<file path="src/rtl/alu_pkg.sv">
package alu_pkg;
   localparam int unsigned SEL_W = 4;
   typedef logic [SEL_W-1:0] fsel_t;
   localparam fsel_t FSEL_SUB = 4'b0110;
   localparam fsel_t FSEL_ADD = 4'b1001;
   localparam fsel_t FSEL_XOR = 4'b0110;
   typedef enum logic { CARRY_RIPPLE = 1'b0, CARRY_LOOKAHEAD = 1'b1 } carry_style_e;
endpackage

</file>
<file path="src/rtl/alu_term_gen.sv">
module alu_term_gen
   import alu_pkg::*;
#(
   parameter int unsigned W = 4
) (
   input  logic [W-1:0] a,
   input  logic [W-1:0] b,
   input  fsel_t        sel,
   output logic [W-1:0] prop,
   output logic [W-1:0] gen
);
   for (genvar i = 0; i < W; i++) begin : g_bit
      logic b_pos, b_neg;
      assign b_pos   = sel[0] & b[i];
      assign b_neg   = sel[1] & ~b[i];
      assign prop[i] = a[i] | b_pos | b_neg;
      assign gen[i]  = a[i] & ((sel[3] & b[i]) | (sel[2] & ~b[i]));
   end
endmodule

</file>
<file path="src/rtl/alu_carry_net.sv">
module alu_carry_net
   import alu_pkg::*;
#(
   parameter int unsigned  W     = 4,
   parameter carry_style_e STYLE = CARRY_LOOKAHEAD
) (
   input  logic [W-1:0] prop,
   input  logic [W-1:0] gen,
   input  logic         cin,
   output logic [W:0]   carry,
   output logic         grp_prop,
   output logic         grp_gen
);
   assign grp_prop = &prop;

   if (STYLE == CARRY_LOOKAHEAD) begin : g_cla
      always_comb begin
         carry[0] = cin;
         for (int i = 0; i < W; i++) begin
            logic acc;
            logic chain;
            acc   = 1'b0;
            chain = 1'b1;
            for (int j = i; j >= 0; j--) begin
               acc   = acc | (chain & gen[j]);
               chain = chain & prop[j];
            end
            carry[i+1] = acc | (chain & cin);
         end
      end
      always_comb begin
         logic acc_g;
         logic chain_g;
         acc_g   = 1'b0;
         chain_g = 1'b1;
         for (int j = W - 1; j >= 0; j--) begin
            acc_g   = acc_g | (chain_g & gen[j]);
            chain_g = chain_g & prop[j];
         end
         grp_gen = acc_g;
      end
   end else begin : g_ripple
      logic [W:0] nocarry;
      assign carry[0]   = cin;
      assign nocarry[0] = 1'b0;
      for (genvar i = 0; i < W; i++) begin : g_stage
         assign carry[i+1]   = gen[i] | (prop[i] & carry[i]);
         assign nocarry[i+1] = gen[i] | (prop[i] & nocarry[i]);
      end
      assign grp_gen = nocarry[W];
   end
endmodule

</file>
<file path="src/rtl/alu_result_mux.sv">
module alu_result_mux #(
   parameter int unsigned W = 4
) (
   input  logic [W-1:0] prop,
   input  logic [W-1:0] gen,
   input  logic [W-1:0] carry,
   input  logic         logic_sel,
   output logic [W-1:0] res,
   output logic         all_ones
);
   logic [W-1:0] half;
   assign half     = prop & ~gen;
   assign res      = logic_sel ? ~half : (half ^ carry);
   assign all_ones = &res;
endmodule

</file>
<file path="src/rtl/cascade_alu.sv">
module cascade_alu
   import alu_pkg::*;
#(
   parameter int unsigned  SLICE_W = 4,
   parameter carry_style_e STYLE   = CARRY_LOOKAHEAD
) (
   input  logic [SLICE_W-1:0] opa,
   input  logic [SLICE_W-1:0] opb,
   input  logic [3:0]         fsel,
   input  logic               logic_mode,
   input  logic               carry_in_n,
   output logic [SLICE_W-1:0] result,
   output logic               carry_out_n,
   output logic               grp_prop_n,
   output logic               grp_gen_n,
   output logic               equal
);
   localparam int unsigned MAX_W = 16;

   if (SLICE_W < 1 || SLICE_W > MAX_W) begin : g_bad_width
      $error("cascade_alu: SLICE_W out of range");
   end

   logic [SLICE_W-1:0] prop, gen;
   logic [SLICE_W:0]   carry;
   logic               gp, gg;

   alu_term_gen #(.W(SLICE_W)) u_terms (
      .a(opa), .b(opb), .sel(fsel), .prop(prop), .gen(gen)
   );

   alu_carry_net #(.W(SLICE_W), .STYLE(STYLE)) u_carry (
      .prop(prop), .gen(gen), .cin(~carry_in_n),
      .carry(carry), .grp_prop(gp), .grp_gen(gg)
   );

   alu_result_mux #(.W(SLICE_W)) u_out (
      .prop(prop), .gen(gen), .carry(carry[SLICE_W-1:0]),
      .logic_sel(logic_mode), .res(result), .all_ones(equal)
   );

   assign carry_out_n = ~carry[SLICE_W];
   assign grp_prop_n  = ~gp;
   assign grp_gen_n   = ~gg;
endmodule

</file>
<file path="config.mk">
export PLATFORM = sky130hd
export DESIGN_NAME = cascade_alu
export DESIGN_NICKNAME = d
export VERILOG_FILES = /design/src/rtl/alu_pkg.sv /design/src/rtl/alu_term_gen.sv /design/src/rtl/alu_carry_net.sv /design/src/rtl/alu_result_mux.sv /design/src/rtl/cascade_alu.sv
export SDC_FILE = /design/constraint.sdc
export NUM_CORES = 1
export LEC_CHECK = 0
export BUFFER_PORTS_ARGS = -buffer_cell sky130_fd_sc_hd__buf_4
export CAP_MARGIN = 25
export CORE_AREA = 8 8 45 47
export DETAILED_ROUTE_END_ITERATION = 8
export DIE_AREA = 0 0 53 55
export PLACE_DENSITY_LB_ADDON = 0.3
export SLEW_MARGIN = 30
export SYNTH_ARGS = -nofsm -noshare
export SYNTH_HDL_FRONTEND = slang
export SYNTH_HIERARCHICAL = 1
export SYNTH_SLANG_ARGS = --single-unit
</file>
<file path="constraint.sdc">
create_clock -name vclk -period 1.42
set_clock_uncertainty 0.2 [all_clocks]
set_input_delay 0.071 -clock vclk [all_inputs]
set_output_delay 0.071 -clock vclk [all_outputs]
set_load 0.02 [all_outputs]
</file>
Word-level counts from Yosys, hierarchy flattened --
Index checks and enable logic that the tools add are counted.
Word-level totals: register bits 0, bits of input ports 14, word-level logic and storage cells 73
Operators by class: muxes and demuxes 1, bitwise operators 70, reductions and logical operators 2
Operator list (count):
- AND 1 bit | 36
- OR 1 bit | 22
- NOT 1 bit | 8
- NOT 4 bit | 2
- AND reduction 4 bit | 2
- AND 4 bit | 1
- 2-to-1 mux 4 bit | 1
- bitwise XOR 4 bit | 1

Logic depth before layout (Yosys ltp) --
Gate-level depths: netlist of run 1.
depth in word-level cells 11, mapped depth 8, mapped depth without buffers 8

Cells and area by module --
Netlist of run 1, hierarchy kept.
Modules (own cells, without submodules):
- alu_term_gen | times used 1, cells an instance 16, area each 125.1 um2, seq. area each 0.0 um2
- alu_result_mux | times used 1, cells an instance 13, area each 83.8 um2, seq. area each 0.0 um2
- alu_carry_net | times used 1, cells an instance 15, area each 82.6 um2, seq. area each 0.0 um2
- cascade_alu | times used 1, cells an instance 4, area each 15.0 um2, seq. area each 0.0 um2

Worst setup path before layout of run 1 --
No wires, ideal clock.
path kind input -> output, start point in fsel[1], end point out equal, arrival time 1.557 ns, data required time 1.149 ns, slack -0.408 ns, stages 8, path buffers 0, path through nor2b_1 a211o_1 a21oi_2 inv_2 a21o_1 nor2_1 xnor2_1 and4_1
On the way: elaborated cells on any way between the ends 28, those cells by class mux (1); bitwise (26); reduce/logical (1)
RTL lines:
- start: declaration | line cascade_alu.sv:9 | input logic [3:0] fsel,
- AND 1 bit | line alu_term_gen.sv:15 | assign b_neg = sel[1] & ~b[i];
- OR 1 bit | line alu_term_gen.sv:16 | assign prop[i] = a[i] | b_pos | b_neg;
- via prop[0] | line cascade_alu.sv:24 | logic [SLICE_W-1:0] prop, gen;
- AND 1 bit | line alu_carry_net.sv:28 | carry[i+1] = acc | (chain & cin);
- OR 1 bit | line alu_carry_net.sv:28
- via carry[1] | line cascade_alu.sv:25 | logic [SLICE_W:0] carry;
- bitwise XOR 4 bit | line alu_result_mux.sv:13 | assign res = logic_sel ? ~half : (half ^ carry);
- 2-to-1 mux 4 bit | line alu_result_mux.sv:13
- AND reduction 4 bit | line alu_result_mux.sv:14 | assign all_ones = &res;
- end: declaration | line cascade_alu.sv:16 | output logic equal
The timed path passes the listed nets, and every way through them passes these cells.

Worst setup path after layout of run 1 --
Same ends and word-level chain as after synthesis.

==> metrics.yaml, run 1 <==
yosys.area_share.simple_pct: 41.6
hp-start: "logic_mode"
peakVddDrop_mv: 0.200
status: "finished, violations left"
final_area_um2: 754
clkPwrFrac_pct: 0
min_period_ns: 1.83
p_sw_share_pct: 43.3
wire_per_inst_um: 11.7
netlist_area_um2: 307
die_x_um: 53
synth_cell_types: 17
vias: 467
grt_max_degree: 5
core_mm2: 0.00138
ant_nets: 0
combPwrFrac_pct: 100.0
endpoint_kind: "output pin"
violations: "setup timing"
layout.nets: 103
io_pins: 22
die-area_mm2: 0.00292
design.seq.count: 0
grt_overflow: 0
setup_viol: 8
synth_mux_area_share_pct: 13.1
gr-max-usage-layer: "met2"
ctsHoldBuffers: 0
yosys.area_share.adder_pct: 0
crit_buf_inv: 3
via_per_inst: 4.53
critPathKind: "primary input to output pin"
grt_use_met1_pct: 9.06
whs_path_depth: 5
path_delay_family: "compound AO/OA/AOI/OAI gates"
finalHoldViolations: 0
critPathLaunchType: "primary input"
diodes: 0
cp-startpoint: "fsel[1]"
drt_wl_total_um: 1200
crit_chain: "buf_6 -> nor2b_1 -> a211o_1 -> a21oi_2 -> inv_2 -> a21o_1 -> nor2_2 -> xnor2_2 -> and4_4 -> buf_6"
finalWorstSetupSlack_ns: -0.411
drt_first_pass_iters: 3
powerDensity_mw_per_mm2: 506
cp.required_ns: 1.15
fp.dieH_um: 55
cap_violations: 0
multi_input_area_um2: 359
area_growth_pct: 146
grt_pass1_wl_um: 1990
drc: 0
cp_common_cell: "buf_6"
use_met3_pct: 0
io_buffers: 22
worst_pin_slew_ns: 0.215
cp.arrival_ns: 1.56
synthXorXnorAreaFrac_pct: 11.4
fin_util_pct: 54.5
syn_area_per_cell_um2: 6.39
use_met2_pct: 18.0
n_fill_cell: 132
max_freq_mhz: 546
syn-num-nets: 62
place_area_um2: 602
drtIter0Drc: 5
slew_headroom_pct: 85.6
regArea_um2: 0
hpwl_um: 893
antenna_found_initial: 0
holdPathEnd: "result[3]"
drive_gt1_share_pct: 65.5
grt_pass1_vias: 490
synth_compound_area_share_pct: 24.1
power_leakage_nw: 0.400
p_sw_uw: 165
globalplace.congestion: 0.757
start_util_pct: 22.2
crit_path_max_incr_delay_ns: 0.26
hold_path_class: "primary input to output pin"
maxSlewViolCount: 0
ys_seq_area_share_pct: 0
synth_warnings: 6
nClkBuffers: 0
grt_usage_pct: 8.29
synthCells: 48
synth_top_family_by_area: "simple AND/OR/NAND/NOR gates"
critPathSlowestCell: "a211o_1"
row_count: 14
tns_ns: -1.74
crit_fanout: 3
pwr-share-seq_pct: 0
grt_setup_unrepaired: "yes"
power.internal_uw: 217
finalCritPeriodShare_pct: 129
==> layer usage <==
metal	share of wire, %	wire length (µm)	up-vias
met4	0	0	0
met1	40	476	212
met3	4.4	53	0
met2	56	670	13
met5	0	0	-
li1	-	-	242
==> repair_timing <==
action                                  4_1_cts  5_1_grt
pin swaps                                    11       13
resized for setup                            22       10
buffers inserted                              6        1
endpoints found under the setup margin        7        8
endpoints found under the hold margin         0        0
==> through the flow <==
| stage | power (mW) | setup WS (ns) | hold slack, ns | instances |
|---|---|---|---|---|
| after detailed placement | 0.306 | -0.480 | 0.452 | 98 |
| after global routing | 0.409 | -0.485 | 0.454 | 103 |
| after CTS | 0.370 | -0.489 | 0.457 | 104 |
| final | 0.382 | -0.411 | 0.426 | 103 |
| after global placement | 0.303 | -0.454 | 0.436 | 98 |
| after floorplan | 0.153 | -0.270 | 0.145 | 48 |
==> kinds of logic after synthesis <==
kind of cell,after synthesis
xor+xnor,4
buf+inv,7
simple gates,23
compound gates,10
mux,4
==> synthesized netlist by cell type <==
cell	instances	area [µm²]
o21ai_0	1	5.00
nand4_1	1	6.26
and4_1	1	8.76
nor2b_1	12	75.1
inv_2	1	3.75
nor2_1	5	18.8
nand2_1	1	3.75
inv_1	5	18.8
o211ai_1	1	7.51
mux2i_1	4	40.0
xnor2_1	4	35.0
nand3_1	3	15.0
a21o_1	1	7.51
buf_4	1	7.51
a21oi_1	2	10.0
a21oi_2	1	8.76
a211o_1	4	35.0
==> worst max-delay path by stage <==
stage                 end  slack, ns  cells after the start
floorplan           equal      -0.27                      8
global placement    equal      -0.45                     10
detailed placement  equal      -0.48                     10
CTS                 equal      -0.49                     10
global route        equal      -0.48                     10
finish              equal      -0.41                     10
==> power by group through the flow <==
stage	Clock, mW	Sequential, mW	Combinational [mW]
after floorplan	0	0	0.153
after global placement	0	0	0.303
after detailed placement	0	0	0.306
after CTS	0	0	0.370
after global routing	0	0	0.409
final	0	0	0.382
==> cell usage in the layout (no fill, tap or decap) <==
| cell type | count |
|---|---|
| nor2b_1 | 9 |
| buf_6 | 14 |
| a21oi_2 | 3 |
| a21o_1 | 1 |
| xnor2_2 | 3 |
| nand3_2 | 2 |
| buf_4 | 26 |
| o211ai_1 | 1 |
| xnor2_1 | 1 |
| mux2i_1 | 4 |
| nand4_1 | 1 |
| and4_4 | 1 |
| nand3_4 | 1 |
| o21ai_1 | 1 |
| inv_2 | 2 |
| inv_1 | 4 |
| a211o_1 | 4 |
| nor2_1 | 3 |
| nand2_1 | 1 |
| nor2_2 | 2 |
| nor2b_4 | 3 |
==> cell type report <==
type	count	share of cell area, %
Timing Repair Buffer	40	46.8
Multi-Input combinational cell	41	47.6
Inverter	6	2.99
Tap cell	16	2.65
==> worst min-delay path, stage by stage <==
cell and delay [ns]:
buf_4 0.11, nor2_2 0.04, xnor2_2 0.13, buf_4 0.10, buf_6 0.10
Power figures use the tool's default switching activity.
==> run 2: changes to the inputs <==
Settings changed: ABC_AREA set to 1, CORE_AREA 8 8 45 47 to not set, CORE_MARGIN set to 8, CORE_UTILIZATION set to 32, DIE_AREA 0 0 53 55 to not set.
==> run 2 against run 1 <==
Net effect: the flow still finishes with violations (setup timing); highest routed layer unchanged; routed wire length increased by 22%; critical path depth increased by 3; global-route usage increased by 1.9 points; area after synthesis increased by 40%; setup slack improved by 0.31 ns; synthesized cell count increased by 120%; total power increased by 0.54%; final area increased by 12%; largest power group unchanged; final cell count increased by 55%.
==> metrics.yaml, run 2 <==
status: "finished, violations left"
violations: "setup timing"
yosysMostFrequentCell: "nand2_1"
regArea_um2: 0
syn_area_per_cell_um2: 4.05
place_area_um2: 708
synth_commonest_cells: "nand2_1 (40), nor2_1 (27), inv_1 (24)"
io_buffers: 22
power_leakage_nw: 0.524
antenna_found_initial: 0
finalWorstSetupSlack_ns: -0.105
synth.area.top_cells: "nand2_1 (35%), nor2_1 (24%), inv_1 (21%)"
worst_pin_slew_ns: 0.183
n_fill_cell: 136
grt_setup_unrepaired: "yes"
grt_pass1_vias: 676
cp_common_cell: "nor2_1"
grt_overflow: 0
layout_common_cells: "buf_4 (30), nand2_1 (30), inv_1 (21)"
area_growth_pct: 97.7
grt_usage_pct: 10.2
row_count: 13
powerDensity_mw_per_mm2: 452
crit_buf_inv: 2
critPathSlowestCell: "a21oi_2"
via_per_inst: 4.36
hold_path_class: "primary input to output pin"
slew_headroom_pct: 87.8
synth_area_leader_cell: "nand2_1"
drtIter0Drc: 12
p_total_uw: 384
drc: 0
setup_viol: 3
drive_gt1_share_pct: 49.0
synthCells: 106
start_util_pct: 33.4
die_x_um: 52.6
nClkBuffers: 0
design.seq.count: 0
crit_chain: "buf_6 -> a21oi_2 -> nand2_2 -> nand2_2 -> nor2_1 -> nor2_1 -> nand2_1 -> nor2_1 -> nor2_1 -> nor2_2 -> nand2_2 -> nor2_4 -> buf_6"
cp-startpoint: "opb[2]"
cp.arrival_ns: 1.25
die-area_mm2: 0.00277
maxSlewViolCount: 0
cp.required_ns: 1.15
synth_top_area_share_pct: 35.0
finalHoldViolations: 0
layout.nets: 161
fp.dieH_um: 52.6
path_delay_family: "simple AND/OR/NAND/NOR gates"
min_period_ns: 1.53
critPathLaunchType: "primary input"
peakVddDrop_mv: 0.196
fin_cells: 160
ant_nets: 0
drt_first_pass_iters: 4
preCtsSetupSlack_ns: -0.162
cap_violations: 0
io_pins: 22
final_area_um2: 848
synth_warnings: 6
crit_path_max_incr_delay_ns: 0.14
syn-num-nets: 120
finalCritPeriodShare_pct: 107
globalplace.congestion: 0.830
grt_max_degree: 6
hpwl_um: 1190
wire_per_inst_um: 9.18
grt_pass1_wl_um: 2390
ctsHoldBuffers: 0
fin_util_pct: 66.0
ys_seq_area_share_pct: 0
endpoint_kind: "output pin"
synth_cell_types: 10
tns_ns: -0.201
drt_wl_total_um: 1470
crit_fanout: 5
multi_input_area_um2: 392
hold_slack_ns: 0.411
max_freq_mhz: 656
core_mm2: 0.00128
dp_cells: 152
netlist_area_um2: 429
hp-start: "logic_mode"
critPathKind: "primary input to output pin"
vias: 698
diodes: 0
==> run 2: changes by cell type in the layout (fill, tap and decap cells not counted), moves of 4 or more <==
| cell | previous run | this run |
|---|---|---|
| a211o_1 | 4 | 0 |
| nor2_1 | 3 | 20 |
| nand2_2 | 0 | 11 |
| inv_1 | 4 | 21 |
| mux2i_1 | 4 | 0 |
| buf_6 | 14 | 9 |
| nor2b_1 | 9 | 0 |
| nor2_2 | 2 | 11 |
| buf_4 | 26 | 30 |
| nand2_1 | 1 | 30 |
==> run 2: path summary, 6_finish.rpt <==
kind | end | slack, ns | cells after the start
setup / recovery | equal | -0.11 | 13
hold / removal | result[1] | 0.41 | 5
==> run 2: final cells by class <==
class	instances	area share (%)
Multi-Input combinational cell	80	46.2
Timing Repair Buffer	40	40.3
Inverter	25	11.4
Tap cell	15	2.21
==> run 2: repair_timing <==
action                                  CTS  global route
resized for setup                        19             9
endpoints found under the setup margin    3             5
pin swaps                                15             8
setup buffers                             7             1
==> run 2: power by group <==
group          switching (mW)  internal, mW
Combinational           0.194         0.190
Sequential                  0             0
Clock                       0             0
==> run 2: worst min-delay path, stage by stage <==
cell    delay (ns)
buf_4         0.11
nor2_1        0.04
nor2_1        0.11
nor2_2        0.06
buf_4         0.15
==> run 2: cells by family after synthesis <==
| kind of cell | count (synthesis) | synth area share, % |
|---|---|---|
| simple gates | 76 | 71.7 |
| buf+inv | 26 | 23.6 |
| compound gates | 4 | 4.66 |
==> run 2: per-layer routing <==
layer | share of wire [%] | track usage, % | vias up | routed length [µm]
li1 | - | - | 377 | -
met1 | 36 | 9.02 | 304 | 524
met2 | 57 | 22.7 | 17 | 832
met3 | 7.6 | 1.99 | 0 | 112
met4 | 0 | 0.862 | 0 | 0
met5 | 0 | 0 | - | 0
==> run 3: changes to the inputs <==
Clock period 1.42 ns to 1.5 ns, I/O delays scaled along.
==> run 3 against run 2 <==
Net effect: the flow still finishes with violations (setup timing); die area is the same; final area grew 7.1%; non-clock buffer count shrank 1; first-iteration DRC count stayed put; critical path depth is the same; highest routed layer unchanged; critical endpoint is now result[3]; global-route usage increased by 0.34 points.
==> metrics.yaml, run 3 (synthesis results as in run 2) <==
fp.dieH_um: 52.6
grt_pass1_wl_um: 2400
cp.arrival_ns: 1.34
drtIter0Drc: 12
drc: 0
nClkBuffers: 0
row_count: 13
io_pins: 22
finalCritPeriodShare_pct: 107
grt_pass1_vias: 624
drt_wl_total_um: 1710
tns_ns: -0.207
setup_viol: 2
regArea_um2: 0
min_period_ns: 1.61
n_fill_cell: 122
critPathLaunchType: "primary input"
grt_max_degree: 6
hold_path_class: "primary input to output pin"
core_mm2: 0.00128
die_x_um: 52.6
clkPwrFrac_pct: 0
design.seq.count: 0
wire_per_inst_um: 10.8
cap_violations: 0
crit_fanout: 5
multi_input_area_um2: 474
drive_gt1_share_pct: 55.6
layout_commonest_cell: "buf_4"
io_buffers: 22
power_leakage_nw: 0.533
status: "finished, violations left"
drt_first_pass_iters: 4
powerDensity_mw_per_mm2: 433
diodes: 0
hp-start: "logic_mode"
peakVddDrop_mv: 0.190
grt_overflow: 0
layout.nets: 160
area_growth_pct: 112
worst_pin_slew_ns: 0.200
start_util_pct: 33.4
grt_setup_unrepaired: "yes"
whs_path_depth: 5
hpwl_um: 1180
p_sw_uw: 214
holdPathEnd: "result[2]"
pwr-share-seq_pct: 0
violations: "setup timing"
p_total_uw: 393
globalplace.congestion: 0.798
finalHoldViolations: 0
endpoint_kind: "output pin"
critPathKind: "primary input to output pin"
max_freq_mhz: 620
place_area_um2: 688
via_per_inst: 4.35
preCtsSetupSlack_ns: -0.132
slew_headroom_pct: 86.6
antenna_found_initial: 0
combPwrFrac_pct: 100.0
vias: 692
cp.required_ns: 1.22
finalWorstSetupSlack_ns: -0.112
ant_nets: 0
grt_usage_pct: 10.6
power.internal_uw: 180
fin_cells: 159
maxSlewViolCount: 0
layout_common_cells: "buf_4 (32), nand2_1 (26), inv_1 (21)"
die-area_mm2: 0.00277
p_sw_share_pct: 54.3
final_area_um2: 908
dp_cells: 151
-- run 3: area by class of cell --
cell class	instances	share of cell area [%]
inverter	25	10.6
multi-input combinational	80	52.2
tap	15	2.07
timing repair buffer	39	35.1
-- run 3: power by group through the flow --
stage               Sequential (mW)  Clock (mW)  Combinational, mW
floorplan                         0           0              0.166
global placement                  0           0              0.285
detailed placement                0           0              0.289
CTS                               0           0              0.317
global route                      0           0              0.424
finish                            0           0              0.393
-- run 3: repair_timing --
action                     4_1_cts  5_1_grt
buffers inserted                 4        4
pin swaps                        5       28
setup endpoints to repair        1        3
hold buffers                     0        0
gates resized for setup         10       39
-- run 3: per-stage QoR --
step                util [%]  hold WS (ns)
floorplan                  -         0.171
global placement        53.6         0.421
detailed placement      53.6         0.426
CTS                     58.0         0.427
global route            70.7         0.457
finish                  70.7         0.425
-- run 3: layer usage --
| metal | global-route usage [%] | vias to the layer above | wire (µm) |
|---|---|---|---|
| met2 | 22.3 | 18 | 945 |
| li1 | - | 375 | - |
| met3 | 2.27 | 0 | 106 |
| met1 | 10.4 | 299 | 662 |
| met5 | 0 | - | 0 |
| met4 | 0 | 0 | 0 |
-- run 3: critical path: stages --
cell	delay, ns
buf_6	0.11
a21oi_4	0.16
nand2_4	0.08
nand2_2	0.08
nor2_2	0.05
nor2_1	0.10
nand2_1	0.08
inv_1	0.08
nand2_2	0.07
nor2_4	0.14
nor2_4	0.05
buf_4	0.13
buf_6	0.12
-- run 3: worst max-delay path by stage --
stage / from / end / slack, ns / cells past startpoint
after floorplan: opb[2] / equal / 0.0008 / 11
after global placement: opb[2] / equal / -0.11 / 13
after detailed placement: opb[2] / equal / -0.13 / 14
after CTS: opb[2] / equal / -0.04 / 13
after global routing: opb[2] / result[3] / -0.20 / 13
final: opb[1] / result[3] / -0.11 / 13
